[src/rtl/ctx_xchg_pkg.sv]
package ctx_xchg_pkg;
  typedef enum logic [1:0] {
    XS_IDLE = 2'd0,
    XS_READ = 2'd1,
    XS_WRITE = 2'd2,
    XS_FINISH = 2'd3
  } xchg_state_e;
endpackage

[src/rtl/ctx_pack.sv]
module ctx_pack #(
  parameter int NSREG  = 8,
  parameter int NAREG  = 8,
  parameter int WORD_W = 64,
  parameter int SREG_W = 64,
  parameter int AREG_W = 24,
  parameter int PC_W   = 24,
  parameter int FLAG_W = 8,
  localparam int NWORD = NSREG + NAREG
) (
  input  logic [NSREG*SREG_W-1:0] sreg,
  input  logic [NAREG*AREG_W-1:0] areg,
  input  logic [PC_W-1:0]         pc,
  input  logic [FLAG_W-1:0]       flags,
  output logic [NWORD*WORD_W-1:0] words
);
  // word 0: control word, flags above the PC
  assign words[0 +: WORD_W] = WORD_W'({flags, pc});

  // scalar registers, one per word
  for (genvar i = 0; i < NSREG; i++) begin : g_sreg
    assign words[(1 + i)*WORD_W +: WORD_W] = WORD_W'(sreg[i*SREG_W +: SREG_W]);
  end

  // address registers, one per word except the last two
  for (genvar j = 0; j < NAREG - 2; j++) begin : g_areg
    assign words[(1 + NSREG + j)*WORD_W +: WORD_W] = WORD_W'(areg[j*AREG_W +: AREG_W]);
  end

  // final word carries the last two address registers side by side
  assign words[(NWORD-1)*WORD_W +: WORD_W] =
    WORD_W'({areg[(NAREG-1)*AREG_W +: AREG_W], areg[(NAREG-2)*AREG_W +: AREG_W]});
endmodule

[src/rtl/ctx_unpack.sv]
module ctx_unpack #(
  parameter int NSREG  = 8,
  parameter int NAREG  = 8,
  parameter int WORD_W = 64,
  parameter int SREG_W = 64,
  parameter int AREG_W = 24,
  parameter int PC_W   = 24,
  parameter int FLAG_W = 8,
  localparam int NWORD = NSREG + NAREG
) (
  input  logic [NWORD*WORD_W-1:0] words,
  output logic [NSREG*SREG_W-1:0] sreg,
  output logic [NAREG*AREG_W-1:0] areg,
  output logic [PC_W-1:0]         pc,
  output logic [FLAG_W-1:0]       flags
);
  logic unused_fold;
  assign unused_fold = ^words;

  assign pc    = words[0 +: PC_W];
  assign flags = words[PC_W +: FLAG_W];

  for (genvar i = 0; i < NSREG; i++) begin : g_sreg
    assign sreg[i*SREG_W +: SREG_W] = words[(1 + i)*WORD_W +: SREG_W];
  end

  for (genvar j = 0; j < NAREG - 2; j++) begin : g_areg
    assign areg[j*AREG_W +: AREG_W] = words[(1 + NSREG + j)*WORD_W +: AREG_W];
  end

  assign areg[(NAREG-2)*AREG_W +: AREG_W] = words[(NWORD-1)*WORD_W +: AREG_W];
  assign areg[(NAREG-1)*AREG_W +: AREG_W] = words[(NWORD-1)*WORD_W + AREG_W +: AREG_W];
endmodule

[src/rtl/ctx_xchg_base.sv]
module ctx_xchg_base #(
  parameter int          ADDR_W    = 16,
  parameter logic [15:0] BASE_INIT = 16'h0000
) (
  input  logic              clk,
  input  logic              rst,
  input  logic              we,
  input  logic [ADDR_W-1:0] wdata,
  input  logic              busy,
  input  logic              irq,
  output logic [ADDR_W-1:0] base
);
  always_ff @(posedge clk) begin
    if (rst) begin
      base <= ADDR_W'(BASE_INIT);
    end else if (we && !busy && !irq) begin
      base <= wdata;
    end
  end
endmodule

[src/rtl/ctx_xchg_ctrl.sv]
module ctx_xchg_ctrl
  import ctx_xchg_pkg::*;
#(
  parameter int NWORD  = 16,
  parameter int WORD_W = 64,
  parameter int ADDR_W = 16,
  localparam int IDX_W = $clog2(NWORD)
) (
  input  logic                    clk,
  input  logic                    rst,
  input  logic                    irq,
  input  logic [ADDR_W-1:0]       base,
  input  logic [NWORD*WORD_W-1:0] out_words,
  input  logic [WORD_W-1:0]       mem_rdata,
  output logic                    mem_en,
  output logic                    mem_we,
  output logic [ADDR_W-1:0]       mem_addr,
  output logic [WORD_W-1:0]       mem_wdata,
  output logic                    busy,
  output logic                    done,
  output logic                    commit,
  output logic [NWORD*WORD_W-1:0] in_words
);
  localparam logic [IDX_W-1:0] LAST_IDX = IDX_W'(NWORD - 1);

  xchg_state_e       state, state_n;
  logic [IDX_W-1:0]  idx;
  logic              pend, pend_n, start;
  logic [WORD_W-1:0] slot [NWORD];

  assign start  = (state == XS_IDLE) && (irq || pend);
  assign commit = (state == XS_FINISH);

  always_comb begin
    state_n = state;
    unique case (state)
      XS_IDLE:   if (start) state_n = XS_READ;
      XS_READ:   state_n = XS_WRITE;
      XS_WRITE:  state_n = (idx == LAST_IDX) ? XS_FINISH : XS_READ;
      XS_FINISH: state_n = XS_IDLE;
      default:   state_n = XS_IDLE;
    endcase
    pend_n = (pend || irq) && !start;
  end

  // control and memory port, all registered
  always_ff @(posedge clk) begin
    if (rst) begin
      state     <= XS_IDLE;
      idx       <= '0;
      pend      <= 1'b0;
      busy      <= 1'b0;
      done      <= 1'b0;
      mem_en    <= 1'b0;
      mem_we    <= 1'b0;
      mem_addr  <= '0;
      mem_wdata <= '0;
    end else begin
      state <= state_n;
      pend  <= pend_n;
      busy  <= (state_n != XS_IDLE) || pend_n;
      done  <= (state == XS_FINISH);
      unique case (state)
        XS_IDLE: begin
          if (start) begin
            idx      <= '0;
            mem_en   <= 1'b1;
            mem_we   <= 1'b0;
            mem_addr <= base;
          end
        end
        XS_READ: begin
          mem_we    <= 1'b1;
          mem_wdata <= slot[idx];
        end
        XS_WRITE: begin
          mem_we <= 1'b0;
          if (idx == LAST_IDX) begin
            mem_en <= 1'b0;
          end else begin
            idx      <= idx + IDX_W'(1);
            mem_addr <= mem_addr + ADDR_W'(1);
          end
        end
        default: ;
      endcase
    end
  end

  // staging words: snapshot on start, swapped in place per word
  always_ff @(posedge clk) begin
    if (state == XS_IDLE && start) begin
      for (int k = 0; k < NWORD; k++) begin
        slot[k] <= out_words[k*WORD_W +: WORD_W];
      end
    end else if (state == XS_WRITE) begin
      slot[idx] <= mem_rdata;
    end
  end

  for (genvar k = 0; k < NWORD; k++) begin : g_flat
    assign in_words[k*WORD_W +: WORD_W] = slot[k];
  end
endmodule

[src/rtl/ctx_exchange.sv]
module ctx_exchange #(
  parameter int          NSREG     = 8,
  parameter int          NAREG     = 8,
  parameter int          WORD_W    = 64,
  parameter int          SREG_W    = 64,
  parameter int          AREG_W    = 24,
  parameter int          PC_W      = 24,
  parameter int          FLAG_W    = 8,
  parameter int          ADDR_W    = 16,
  parameter logic [15:0] BASE_INIT = 16'h0000
) (
  input  logic                    clk,
  input  logic                    rst,
  input  logic                    irq,
  input  logic                    base_we,
  input  logic [ADDR_W-1:0]       base_wdata,
  input  logic [NSREG*SREG_W-1:0] cur_sreg,
  input  logic [NAREG*AREG_W-1:0] cur_areg,
  input  logic [PC_W-1:0]         cur_pc,
  input  logic [FLAG_W-1:0]       cur_flags,
  output logic                    mem_en,
  output logic                    mem_we,
  output logic [ADDR_W-1:0]       mem_addr,
  output logic [WORD_W-1:0]       mem_wdata,
  input  logic [WORD_W-1:0]       mem_rdata,
  output logic                    busy,
  output logic                    done,
  output logic [PC_W-1:0]         restart_pc,
  output logic [FLAG_W-1:0]       new_flags,
  output logic [NSREG*SREG_W-1:0] new_sreg,
  output logic [NAREG*AREG_W-1:0] new_areg
);
  localparam int NWORD = NSREG + NAREG;

  logic [ADDR_W-1:0]       base;
  logic [NWORD*WORD_W-1:0] out_words, in_words;
  logic                    commit;
  logic [NSREG*SREG_W-1:0] dec_sreg;
  logic [NAREG*AREG_W-1:0] dec_areg;
  logic [PC_W-1:0]         dec_pc;
  logic [FLAG_W-1:0]       dec_flags;

  ctx_xchg_base #(.ADDR_W(ADDR_W), .BASE_INIT(BASE_INIT)) u_base (
    .clk(clk), .rst(rst), .we(base_we), .wdata(base_wdata),
    .busy(busy), .irq(irq), .base(base)
  );

  ctx_pack #(.NSREG(NSREG), .NAREG(NAREG), .WORD_W(WORD_W), .SREG_W(SREG_W),
             .AREG_W(AREG_W), .PC_W(PC_W), .FLAG_W(FLAG_W)) u_pack (
    .sreg(cur_sreg), .areg(cur_areg), .pc(cur_pc), .flags(cur_flags), .words(out_words)
  );

  ctx_xchg_ctrl #(.NWORD(NWORD), .WORD_W(WORD_W), .ADDR_W(ADDR_W)) u_ctrl (
    .clk(clk), .rst(rst), .irq(irq), .base(base), .out_words(out_words),
    .mem_rdata(mem_rdata), .mem_en(mem_en), .mem_we(mem_we), .mem_addr(mem_addr),
    .mem_wdata(mem_wdata), .busy(busy), .done(done), .commit(commit), .in_words(in_words)
  );

  ctx_unpack #(.NSREG(NSREG), .NAREG(NAREG), .WORD_W(WORD_W), .SREG_W(SREG_W),
               .AREG_W(AREG_W), .PC_W(PC_W), .FLAG_W(FLAG_W)) u_unpack (
    .words(in_words), .sreg(dec_sreg), .areg(dec_areg), .pc(dec_pc), .flags(dec_flags)
  );

  always_ff @(posedge clk) begin
    if (rst) begin
      restart_pc <= '0;
      new_flags  <= '0;
      new_sreg   <= '0;
      new_areg   <= '0;
    end else if (commit) begin
      restart_pc <= dec_pc;
      new_flags  <= dec_flags;
      new_sreg   <= dec_sreg;
      new_areg   <= dec_areg;
    end
  end
endmodule

[config.mk]
export PLATFORM = sky130hd
export DESIGN_NAME = ctx_exchange
export DESIGN_NICKNAME = d
export VERILOG_FILES = /design/src/rtl/ctx_xchg_pkg.sv /design/src/rtl/ctx_pack.sv /design/src/rtl/ctx_unpack.sv /design/src/rtl/ctx_xchg_base.sv /design/src/rtl/ctx_xchg_ctrl.sv /design/src/rtl/ctx_exchange.sv
export SDC_FILE = /design/constraint.sdc
export NUM_CORES = 2
export LEC_CHECK = 0
export ABC_CLOCK_PERIOD_IN_PS = 7200
export BUFFER_PORTS_ARGS = -buffer_cell sky130_fd_sc_hd__buf_2
export CORE_AREA = 2 2 636 638
export CTS_CLUSTER_DIAMETER = 100
export CTS_CLUSTER_SIZE = 10
export DETAILED_ROUTE_END_ITERATION = 16
export DIE_AREA = 0 0 638 640
export PLACE_DENSITY_LB_ADDON = 0.25
export SYNTH_ARGS = -nofsm -noshare
export SYNTH_HDL_FRONTEND = slang
export SYNTH_SLANG_ARGS = --single-unit
[constraint.sdc]
create_clock -name clk -period 7.2 [get_ports clk]
set_clock_uncertainty 0.1 [all_clocks]
set_input_delay 1.44 -clock clk [delete_from_list [all_inputs] [get_ports clk]]
set_output_delay 1.44 -clock clk [all_outputs]
set_load 0.01 [all_outputs]
==> flow_metrics.env <==
export IMPL_clock_root_buffer="clkbuf_16"
export IMPL_clock_latency_ns=0.94
export IMPL_rsz0062_at_grt="false"
export IMPL_syn_area_um2=78570
export IMPL_final_antenna_net_count=0
export IMPL_synth_common_cells="nand2_1, edfxtp_1, a21oi_1"
export IMPL_grt_pass1_wl_um=619200
export IMPL_synth_async_reset_ratio_pct=0
export IMPL_grt_max_degree=162
export IMPL_p_int_mw=18.36
export IMPL_fp_row_count=233
export IMPL_dieArea_um2=408300
export IMPL_synth_avg_cell_area_um2=11.89
export IMPL_max_freq_mhz=200.9
export IMPL_htreeDepth=4
export IMPL_fin_area_um2=99360
export IMPL_min_from="new_areg[41]"
export IMPL_grt_usage_pct=22.68
export IMPL_power_frac_seq_pct=48.8
export IMPL_synth_main_ff_cell="edfxtp_1"
export IMPL_power_frac_comb_pct=9.5
export IMPL_clkPwrFrac_pct=41.8
export IMPL_min_delay_path_depth=2
export IMPL_maxSlewHeadroom_pct=8.978
export IMPL_dr_first_iter_drc_count=5979
export IMPL_layout_drive_gt1_share_pct=36.38
export IMPL_ff2ff_setup_slack_ns=2.22
export IMPL_status="completed"
export IMPL_end_kind="register"
export IMPL_min_delay_worst_endpoint="new_areg[41]"
export IMPL_seq_area_frac_synth_pct=60.62
export IMPL_core_um2=401400
export IMPL_synth_seq_cells=1867
export IMPL_viasPerCell=4.629
export IMPL_cts_resized=0
export IMPL_critPathLaunchType="register"
export IMPL_initial_core_util_pct=19.57
export IMPL_synth_fp_nets=7431
export IMPL_grt_pass1_vias=62400
export IMPL_die_h_um=640
export IMPL_r2r_start="u_ctrl.state[1]"
export IMPL_cts_tree="built"
export IMPL_clk_pin_slew_ns=0.06
export IMPL_synthTopCellsByArea="edfxtp_1, dfxtp_1, mux2_2, nand2_1, a21oi_1"
export IMPL_power_switching_mw=7.034
export IMPL_die_x_um=638
export IMPL_drv_slew=0
export IMPL_postCtsSetupBuffers=0
export IMPL_synth_edf_count=1024
export IMPL_crit_required_ns=7.63
export IMPL_layout_setup_ws_ns=2.222
export IMPL_clock_path_buffers=4
export IMPL_min_path_type="register to register"
export IMPL_leakage_nw=35.60
export IMPL_antenna_found_initial=185
export IMPL_final_nets=8854
export IMPL_crit_type="register to register"
export IMPL_place_ws_ns=2.102
export IMPL_firstDrtPassIters=6
export IMPL_worst_path_max_fanout=40
export IMPL_worstRegToRegCells=6
export IMPL_yosysMostFrequentCell="nand2_1"
export IMPL_io_pin_count=1640
export IMPL_period_share_pct=69.14
export IMPL_setup_viol=0
export IMPL_routed_wl_um=483600
export IMPL_syn_inst=6606
export IMPL_crit_arrival_ns=5.41
export IMPL_hold_viol=0
export IMPL_tightest_slew_ns=1.365
export IMPL_period_needed_ns=4.978
export IMPL_powerDensity_nw_per_um2=255.6
export IMPL_areaGrowthSynthToFinish_pct=26.46
export IMPL_post_drt_wl_per_cell_um=35.53
export IMPL_numPortBuffers=1639
export IMPL_worstReg2RegEnd="u_ctrl.slot[0][43]"
export IMPL_dpl_cell_area_um2=92660
export IMPL_finalSetupTns_ns=0
export IMPL_switching_share_pct=27.69
export IMPL_cts_sinks=1867
export IMPL_dp_hpwl_um=357400
export IMPL_drv_cap=0
export IMPL_synth_top_cell_area_share_pct=39.14
export IMPL_drc=0
export IMPL_synth_cell_type_count=63
export IMPL_numCtsBuffers=215
export IMPL_grt_overflow_total=0
export IMPL_via_count=63010
export IMPL_place_gp_congestion=0.8774
export IMPL_ctsHoldBuffers=0
export IMPL_yosysTopAreaCell="edfxtp_1"
export IMPL_ir_worst_vdd_uv=193.1
export IMPL_ys_warn_count=0
## power by group through the flow
stage               combinational (mW)  sequential, mW  clock [mW]
finish                            2.40            12.4        10.6
global route                      2.52            12.4        11.2
CTS                               2.48            12.4        10.9
detailed placement                2.47            12.6           0
global placement                  2.46            12.6           0
floorplan                        0.955            12.4           0
## layer usage
layer | global-route usage (%) | vias to the layer above | routed length [um]
met3 | 4.636 | 703 | 33070
met1 | 26.15 | 32650 | 181800
met5 | 0 | - | 299
met4 | 10.66 | 50 | 25700
met2 | 40.04 | 3056 | 242700
li1 | - | 26550 | -
## worst max-delay path by stage
stage	cells after the start	slack, ns	end	start
6_report	6	2.22	u_ctrl.slot[0][43]	u_ctrl.state[1]
5_1_grt	6	1.94	u_ctrl.slot[0][47]	u_ctrl.state[1]
4_1_cts	6	2.09	u_ctrl.slot[0][57]	u_ctrl.state[1]
3_5_place_dp	6	2.10	u_ctrl.slot[0][38]	u_ctrl.state[1]
3_3_place_gp	6	2.17	u_ctrl.slot[0][38]	u_ctrl.state[1]
2_1_floorplan	8	0.58	u_ctrl.slot[12][0]	u_ctrl.idx[0]
## kinds of logic (layout without fill, tap and decap cells)
family,after synthesis,count (layout),synth area share (%)
DFF,1867,1867,60.62
and+or+nand+nor,1979,1979,10.78
buffers and inverters,550,2158,3.077
AOI/OAI and AO/OA,1130,1130,7.747
muxes,1073,1073,17.68
adders and majority gates,5,5,0.07962
other,0,110,0
xor gates and xnor gates,2,2,0.02230
## flip-flops by register name, indices dropped and copies added, names as in the netlist, 8 cells and up
signal	count
new_sreg	512
restart_pc	24
u_ctrl.mem_addr	16
u_ctrl.mem_wdata	64
u_base.base	16
u_ctrl.slot	1024
new_areg	192
new_flags	8
## cell usage in the layout, fill, tap and decap left out, drive strengths merged, types with 7 or more instances in the layout
cell type  Yosys  layout
a311oi         7       7
a22oi         67      67
nand2       1551    1551
edfxtp      1024    1024
and2         297     297
mux2i        140     140
a21oi        846     846
diode          0     110
o21ai        113     113
nor2          30      30
clkinv         0      14
nor3          40      40
o22ai         25      25
a211oi         7       7
o221ai        22      22
nand3         14      14
a31oi         25      25
dfxtp        843     843
clkbuf       289     378
buf          257    1752
nand2b        10      10
mux4         176     176
mux2         757     757
inv            4      11
## cell type report
cell class                      count  area (um^2)
Inverter                            4        20.02
Clock buffer                      378         6033
Antenna cell                      110        275.3
Sequential cell                  1867        47640
Clock inverter                     24        386.6
Tap cell                         5287         6615
Multi-Input combinational cell   4189        28960
Timing Repair Buffer             1752         9428
Fill cell                       42830       302100
## stage by stage
stage / hold slack [ns] / std cells / utilization (%) / total power [mW]
after floorplan: 0.3317 / 6606 / - / 13.39
after global placement: 0.3387 / 13100 / 23.08 / 15.06
after detailed placement: 0.3437 / 13100 / 23.08 / 15.07
after CTS: 0.3521 / 13500 / 24.68 / 25.71
after global routing: 0.3669 / 13580 / 24.73 / 26.15
final: 0.3512 / 13610 / 24.75 / 25.40
## critical path, stage by stage, from the launching register on
cell      delay, ns
dfxtp_1        0.71
and2b_1        0.71
nand2_1        0.58
nor3_2         0.31
buf_4          0.58
nand2b_4       0.66
buf_4          0.62
No activity file was read; power rests on OpenSTA's default activity.
